<file path="src/rtl/bridge_pkg.sv">
// Shared types for the word-to-byte bridge.
// Assumes: used by every module of the bridge; holds no logic.
package bridge_pkg;

    // Transfer phase of the byte sequencer
    typedef enum logic [2:0] {
        ST_IDLE   = 3'd0,
        ST_PULSE1 = 3'd1,
        ST_GAP    = 3'd2,
        ST_PULSE2 = 3'd3,
        ST_HOLD   = 3'd4
    } bphase_t;

    // Host cycle attributes captured when a transfer starts
    typedef struct packed {
        logic rd;
        logic dbl;
        logic cons;
        logic a0;
    } xfer_ctl_t;

endpackage

</file>
<file path="src/rtl/bridge_sync.sv">
// Multi-flop synchronizer for host control levels.
// Assumes: each bit is an independent level; STAGES >= 2.
module bridge_sync #(
    parameter int STAGES = 2,
    parameter int WIDTH  = 1
) (
    input  logic             clk,
    input  logic             rst_n,
    input  logic [WIDTH-1:0] d,
    output logic [WIDTH-1:0] q
);

    logic [WIDTH-1:0] stg [STAGES];

    generate
        for (genvar i = 0; i < STAGES; i++) begin : g_stage
            if (i == 0) begin : g_first
                // First flop samples the asynchronous input
                always_ff @(posedge clk) begin
                    if (!rst_n) stg[0] <= '0;
                    else        stg[0] <= d;
                end
            end else begin : g_next
                // Later flops let metastability settle
                always_ff @(posedge clk) begin
                    if (!rst_n) stg[i] <= '0;
                    else        stg[i] <= stg[i-1];
                end
            end
        end
    endgenerate

    assign q = stg[STAGES-1];

endmodule

</file>
<file path="src/rtl/bridge_seq.sv">
// Byte-cycle sequencer: turns a synchronized host request into
// a pulse / gap / pulse / hold sequence with tick-counted widths.
// Assumes: host control inputs are stable while the request is active.
module bridge_seq
    import bridge_pkg::*;
#(
    parameter int DBL_PULSE = 4,
    parameter int DBL_GAP   = 3,
    parameter int SGL_PULSE = 13
) (
    input  logic      clk,
    input  logic      rst_n,
    input  logic      req_s,
    input  xfer_ctl_t ctl_in,
    output bphase_t   phase,
    output xfer_ctl_t ctl_q,
    output logic      start
);

    localparam int MAX_A  = (SGL_PULSE > DBL_PULSE) ? SGL_PULSE : DBL_PULSE;
    localparam int MAXLEN = (MAX_A > DBL_GAP) ? MAX_A : DBL_GAP;
    localparam int CW     = $clog2(MAXLEN + 1);

    bphase_t       nxt;
    logic [CW-1:0] cnt;
    logic [CW-1:0] limit;
    logic          done;

    // Last tick index of the current timed phase
    always_comb begin
        case (phase)
            ST_PULSE1: limit = CW'(DBL_PULSE - 1);
            ST_GAP:    limit = CW'(DBL_GAP - 1);
            ST_PULSE2: limit = ctl_q.dbl ? CW'(DBL_PULSE - 1) : CW'(SGL_PULSE - 1);
            default:   limit = '0;
        endcase
    end

    assign done  = (cnt == limit);
    assign start = (phase == ST_IDLE) && req_s;

    // Next-phase selection
    always_comb begin
        nxt = phase;
        case (phase)
            ST_IDLE:   if (req_s) nxt = ctl_in.dbl ? ST_PULSE1 : ST_PULSE2;
            ST_PULSE1: if (done)  nxt = ST_GAP;
            ST_GAP:    if (done)  nxt = ST_PULSE2;
            ST_PULSE2: if (done)  nxt = ST_HOLD;
            ST_HOLD:   if (!req_s) nxt = ST_IDLE;
            default:   nxt = ST_IDLE;
        endcase
    end

    // Phase register, tick counter and captured cycle attributes
    always_ff @(posedge clk) begin
        if (!rst_n) begin
            phase <= ST_IDLE;
            cnt   <= '0;
            ctl_q <= '0;
        end else begin
            phase <= nxt;
            if (nxt != phase || phase == ST_IDLE || phase == ST_HOLD)
                cnt <= '0;
            else
                cnt <= cnt + 1'b1;
            if (start)
                ctl_q <= ctl_in;
        end
    end

endmodule

</file>
<file path="src/rtl/bridge_datapath.sv">
// Byte steering, peripheral strobes, address-bit flip and read holding.
// Assumes: phase and ctl come from bridge_seq; wdata stable at start.
module bridge_datapath
    import bridge_pkg::*;
(
    input  logic        clk,
    input  logic        rst_n,
    input  bphase_t     phase,
    input  xfer_ctl_t   ctl_q,
    input  logic        start,
    input  logic [15:0] wdata,
    input  logic [7:0]  din,
    output logic [15:0] rdata,
    output logic        ack_n,
    output logic        addr0,
    output logic        ior_n,
    output logic        iow_n,
    output logic        doe,
    output logic [7:0]  dout
);

    logic [15:0] wq;
    logic        second;
    logic        pulse;

    // Decode of the current phase into bus controls
    always_comb begin
        second = ctl_q.dbl && (phase == ST_PULSE2 || phase == ST_HOLD);
        pulse  = (phase == ST_PULSE1) || (phase == ST_PULSE2);
        ior_n  = !(ctl_q.rd && (pulse || phase == ST_HOLD));
        iow_n  = !(!ctl_q.rd && pulse);
        doe    = (phase != ST_IDLE) && !ctl_q.rd;
        dout   = (ctl_q.dbl && !second) ? wq[15:8] : wq[7:0];
        addr0  = ctl_q.a0 ^ (second & ctl_q.cons);
        ack_n  = (phase != ST_HOLD);
    end

    // Write word capture and read byte holding
    always_ff @(posedge clk) begin
        if (!rst_n) begin
            wq    <= '0;
            rdata <= '0;
        end else if (start) begin
            wq    <= wdata;
            rdata <= '0;
        end else if (!ior_n) begin
            if (ctl_q.dbl && !second) rdata[15:8] <= din;
            else                      rdata[7:0]  <= din;
        end
    end

endmodule

</file>
<file path="src/rtl/bus16to8_bridge.sv">
// Top of the word-to-byte bridge: synchronizes the host request,
// sequences the byte cycles and steers data to and from the 8-bit side.
// Assumes: host holds rw, double, consec, addr0 and wdata stable while
// its strobes are asserted; clk is the strobe timing reference.
module bus16to8_bridge
    import bridge_pkg::*;
#(
    parameter int SYNC_STAGES = 2,
    parameter int DBL_PULSE   = 4,
    parameter int DBL_GAP     = 3,
    parameter int SGL_PULSE   = 13
) (
    input  logic        clk,
    input  logic        rst_n,
    input  logic        host_as_n,
    input  logic        host_ds_n,
    input  logic        host_rw,
    input  logic        host_double,
    input  logic        host_consec,
    input  logic        host_addr0,
    input  logic [15:0] host_wdata,
    output logic [15:0] host_rdata,
    output logic        host_ack_n,
    output logic        per_addr0,
    output logic        per_ior_n,
    output logic        per_iow_n,
    output logic        per_doe,
    output logic [7:0]  per_dout,
    input  logic [7:0]  per_din
);

    logic      req_raw;
    logic      req_s;
    xfer_ctl_t ctl_in;
    xfer_ctl_t ctl_q;
    bphase_t   phase;
    logic      start;

    assign req_raw = !host_as_n && !host_ds_n;
    assign ctl_in  = '{rd: host_rw, dbl: host_double, cons: host_consec, a0: host_addr0};

    bridge_sync #(.STAGES(SYNC_STAGES), .WIDTH(1)) u_sync (
        .clk(clk), .rst_n(rst_n), .d(req_raw), .q(req_s)
    );

    bridge_seq #(.DBL_PULSE(DBL_PULSE), .DBL_GAP(DBL_GAP), .SGL_PULSE(SGL_PULSE)) u_seq (
        .clk(clk), .rst_n(rst_n), .req_s(req_s), .ctl_in(ctl_in),
        .phase(phase), .ctl_q(ctl_q), .start(start)
    );

    bridge_datapath u_dp (
        .clk(clk), .rst_n(rst_n), .phase(phase), .ctl_q(ctl_q), .start(start),
        .wdata(host_wdata), .din(per_din), .rdata(host_rdata), .ack_n(host_ack_n),
        .addr0(per_addr0), .ior_n(per_ior_n), .iow_n(per_iow_n),
        .doe(per_doe), .dout(per_dout)
    );

endmodule

</file>
<file path="config.mk">
export PLATFORM = sky130hd
export DESIGN_NAME = bus16to8_bridge
export DESIGN_NICKNAME = d
export VERILOG_FILES = /design/src/rtl/bridge_pkg.sv /design/src/rtl/bridge_sync.sv /design/src/rtl/bridge_seq.sv /design/src/rtl/bridge_datapath.sv /design/src/rtl/bus16to8_bridge.sv
export SDC_FILE = /design/constraint.sdc
export NUM_CORES = 1
export LEC_CHECK = 0
export CORE_ASPECT_RATIO = 0.8
export CORE_MARGIN = 1.5
export CORE_UTILIZATION = 49
export CTS_CLUSTER_DIAMETER = 150
export CTS_CLUSTER_SIZE = 24
export DETAILED_ROUTE_END_ITERATION = 6
export PLACE_DENSITY = 0.81
export REMOVE_ABC_BUFFERS = 1
export SLEW_MARGIN = 20
export SYNTH_ARGS = -nofsm -noshare
export SYNTH_HDL_FRONTEND = slang
export SYNTH_SLANG_ARGS = --single-unit
</file>
<file path="constraint.sdc">
create_clock -name clk -period 4.68 [get_ports clk]
set_clock_uncertainty 0.05 [all_clocks]
set_input_delay 0.468 -clock clk [delete_from_list [all_inputs] [get_ports clk]]
set_output_delay 0.468 -clock clk [all_outputs]
set_load 0.02 [all_outputs]
</file>
==> impl_metrics.json <==
{
  "dpl-instance-area_sq_um": 2520,
  "post-place-cells": 301,
  "htree_levels": 2,
  "irDropWorstVdd_v": 0.000177,
  "nets": 299,
  "worst_pin_slew_ns": 0.699,
  "drive_above_1_share_pct": 7.52,
  "wire_per_inst_um": 12.9,
  "synth_compound_area_share_pct": 12.5,
  "seq_area_sq_um": 901,
  "final-setup-viol-count": 0,
  "wl_met1_um": 1940,
  "io_pins": 61,
  "port_buffers": 60,
  "synth_simple_gate_area_share_pct": 22.3,
  "wl_um": 3980,
  "place_congestion": 0.764,
  "drt_iter0_drc": 105,
  "start_util_pct": 53.1,
  "routed_via_density": 5.07,
  "fillers": 268,
  "grt_use_total_pct": 20.3,
  "cp_max_fo": 10,
  "ant_nets": 0,
  "synth_cell_types": 36,
  "final_area_sq_um": 2600,
  "cap_violations": 0,
  "die_h_um": 58.6,
  "required_ns": 4.16,
  "cts_sinks": 45,
  "drt-pass1-iter-count": 4,
  "synth-adder-area-share_pct": 0.661,
  "p_int_w": 0.000553,
  "cts_tree": "yes",
  "combPwrFrac_pct": 11.5,
  "highest_layer": "met4",
  "rsz0062_at_grt": "no",
  "endpoint_kind": "primary output",
  "vias": 1562,
  "rr_worst_depth": 5,
  "synth_top_family_by_area": "simple AND/OR/NAND/NOR gates",
  "p_sw_w": 0.000160,
  "core_sq_um": 3570,
  "overflow": 0,
  "cts_setup_buffers": 0,
  "cts_buffers": 5,
  "wl_met3_um": 143,
  "hp-class": "flop to flop",
  "critPathKind": "flop to primary output",
  "synth-seq-cells": 45,
  "n_antenna_cell": 0,
  "cp_data_arrival_time_ns": 2.59,
  "yosys.area.top_type": "dfxtp_1",
  "drv_slew": 0,
  "startpoint_type": "flop",
  "yosys_warnings": 0,
  "dpl.hpwl_um": 2810,
  "clkLatencyLatePin_ns": 0.29,
  "rows": 19,
  "syn_area_sq_um": 1890,
  "hold_viol": 0,
  "sw_frac_of_total_pct": 22.4,
  "fin_cells": 308,
  "p_seq_share_pct": 55.5,
  "synth_top_area_share_pct": 47.6,
  "wl_met2_um": 1850,
  "min_period_ns": 3.11,
  "syn_avg_cell_area_sq_um": 9.15,
  "hold_depth": 1,
  "fmax_ghz": 0.322,
  "die_x_um": 72.5,
  "p_clk_share_pct": 33.0,
  "ys_top_cells_by_area": "dfxtp_1 (48%), nand2_1 (9.1%), mux2i_1 (8.5%), a21boi_1 (7.9%), nor2_1 (5.2%)",
  "seq_area_frac_synth_pct": 47.6,
  "die-area_sq_um": 4250,
  "multiInputGateArea_sq_um": 947,
  "drc": 0,
  "synth_mux_area_share_pct": 13.2,
  "grt_antenna_before_repair": 0,
  "syn_to_final_growth_pct": 37.4,
  "cts_hold_buf": 0,
  "synthXorXnorAreaFrac_pct": 1.39,
  "grt_max_degree": 26,
  "slew_headroom_pct": 53.3,
  "clkTransAtPathRegs_ns": 0.08,
  "cellPowerDensity_nw_per_um2": 274,
  "min_period_over_period_pct": 66.4,
  "status": "finished clean",
  "cts-resized-gates": 0,
  "root_buffer": "clkbuf_8",
  "grt_first_pass_wirelength_um": 6660,
  "synth_cells": 207,
  "setup_tns_ns": 0,
  "grt_pass1_vias": 1491,
  "cts_buffer_depth": 2,
  "p_leak_nw": 1.05
}
-- layout by cell type, fill, tap and decap left out, types with 2 or more instances in the layout --
cell type / Yosys / final
a21boi_1: 20 / 20
and2_1: 2 / 2
clkbuf_8: 0 / 6
clkdlybuf4s50_1: 0 / 60
dfxtp_1: 45 / 45
mux2_2: 8 / 8
mux2i_1: 16 / 16
nand2_1: 46 / 46
nand2b_1: 4 / 4
nand3_1: 3 / 3
nand3b_1: 2 / 2
nor2_1: 26 / 26
nor2b_1: 3 / 3
xor2_1: 2 / 2
-- power by group through the flow --
| stage | Combinational (W) | Sequential [W] | Clock [W] |
|---|---|---|---|
| 2_1_floorplan | 0.0000382 | 0.000403 | 0 |
| 3_3_place_gp | 0.0000811 | 0.000404 | 0 |
| 3_5_place_dp | 0.0000817 | 0.000405 | 0 |
| 4_1_cts | 0.0000824 | 0.000396 | 0.000241 |
| 5_1_grt | 0.0000887 | 0.000397 | 0.000262 |
| 6_report | 0.0000820 | 0.000396 | 0.000235 |
-- layout make-up --
cell class | count | area share [%]
Timing Repair Buffer | 61 | 23.4
Tap cell | 42 | 2.02
Clock buffer | 7 | 3.32
Sequential cell | 45 | 34.6
Inverter | 2 | 0.288
Multi-Input combinational cell | 151 | 36.4
-- per-layer routing --
metal  up-vias  global-route usage, %
met1       711                   25.8
met5         -                      0
met3         5                   4.45
met4         0                   7.28
met2        32                   34.3
li1        814                      -
-- worst max-delay path, cell delays in order (launching register included) --
cell	delay, ns
dfxtp_1	0.40
nor2_1	0.29
and2_1	0.27
inv_2	0.07
nand3_1	0.33
mux2_2	0.39
clkdlybuf4s50_1	0.54
-- stage by stage --
stage / hold slack [ns] / worst slack, ns / total power, W / utilization (%)
final: 0.394 / 1.57 / 0.000713 / 73.0
after global routing: 0.413 / 1.38 / 0.000747 / 73.0
after CTS: 0.399 / 1.55 / 0.000719 / 73.0
after detailed placement: 0.367 / 1.86 / 0.000486 / 70.6
after global placement: 0.369 / 1.93 / 0.000486 / 70.6
after floorplan: 0.362 / 2.57 / 0.000441 / -
-- sequential cells by signal, indices dropped and copies added, names as in the netlist --
register	flops
u_seq.ctl_q	4
u_dp.rdata	16
u_seq.cnt	4
u_seq.phase	3
u_dp.wq	16
u_sync.stg	2
-- Yosys cell counts --
master    instances
a32oi_1           1
or3_1             1
nor2_1           26
xnor2_1           1
a311oi_1          1
o21ai_0           1
a21oi_1           1
a221oi_1          1
o31a_1            1
nand2b_4          1
nand3_1           3
a31oi_1           1
nor3b_1           1
nand4_1           1
buf_4             1
mux2_2            8
clkbuf_1          7
and3b_1           1
ha_1              1
and2_1            2
nand2b_1          4
nor4_1            1
mux2i_1          16
nor2b_1           3
a311oi_4          1
nand3b_1          2
nand2_1          46
o21ai_2           1
inv_2             1
nor3_1            1
inv_1             1
a21boi_1         20
xor2_1            2
buf_2             1
dfxtp_1          45
or4_4             1
-- logic make-up after synthesis --
family / count (synthesis)
AOI/OAI and AO/OA: 29
and+or+nand+nor: 94
buffers and inverters: 11
DFF: 45
xor gates and xnor gates: 3
adders and majority gates: 1
muxes: 24
-- worst paths after layout --
path                                      from        endpoint  slack, ns
worst max register to register  u_seq.phase[1]  u_seq.phase[1]       2.57
worst max-delay path            u_seq.phase[1]     per_dout[4]       1.57
worst min-delay path             u_sync.stg[0]   u_sync.stg[1]       0.39
worst min register to register   u_sync.stg[0]   u_sync.stg[1]       0.39
Note: power is estimated with default switching activity, not from simulation.
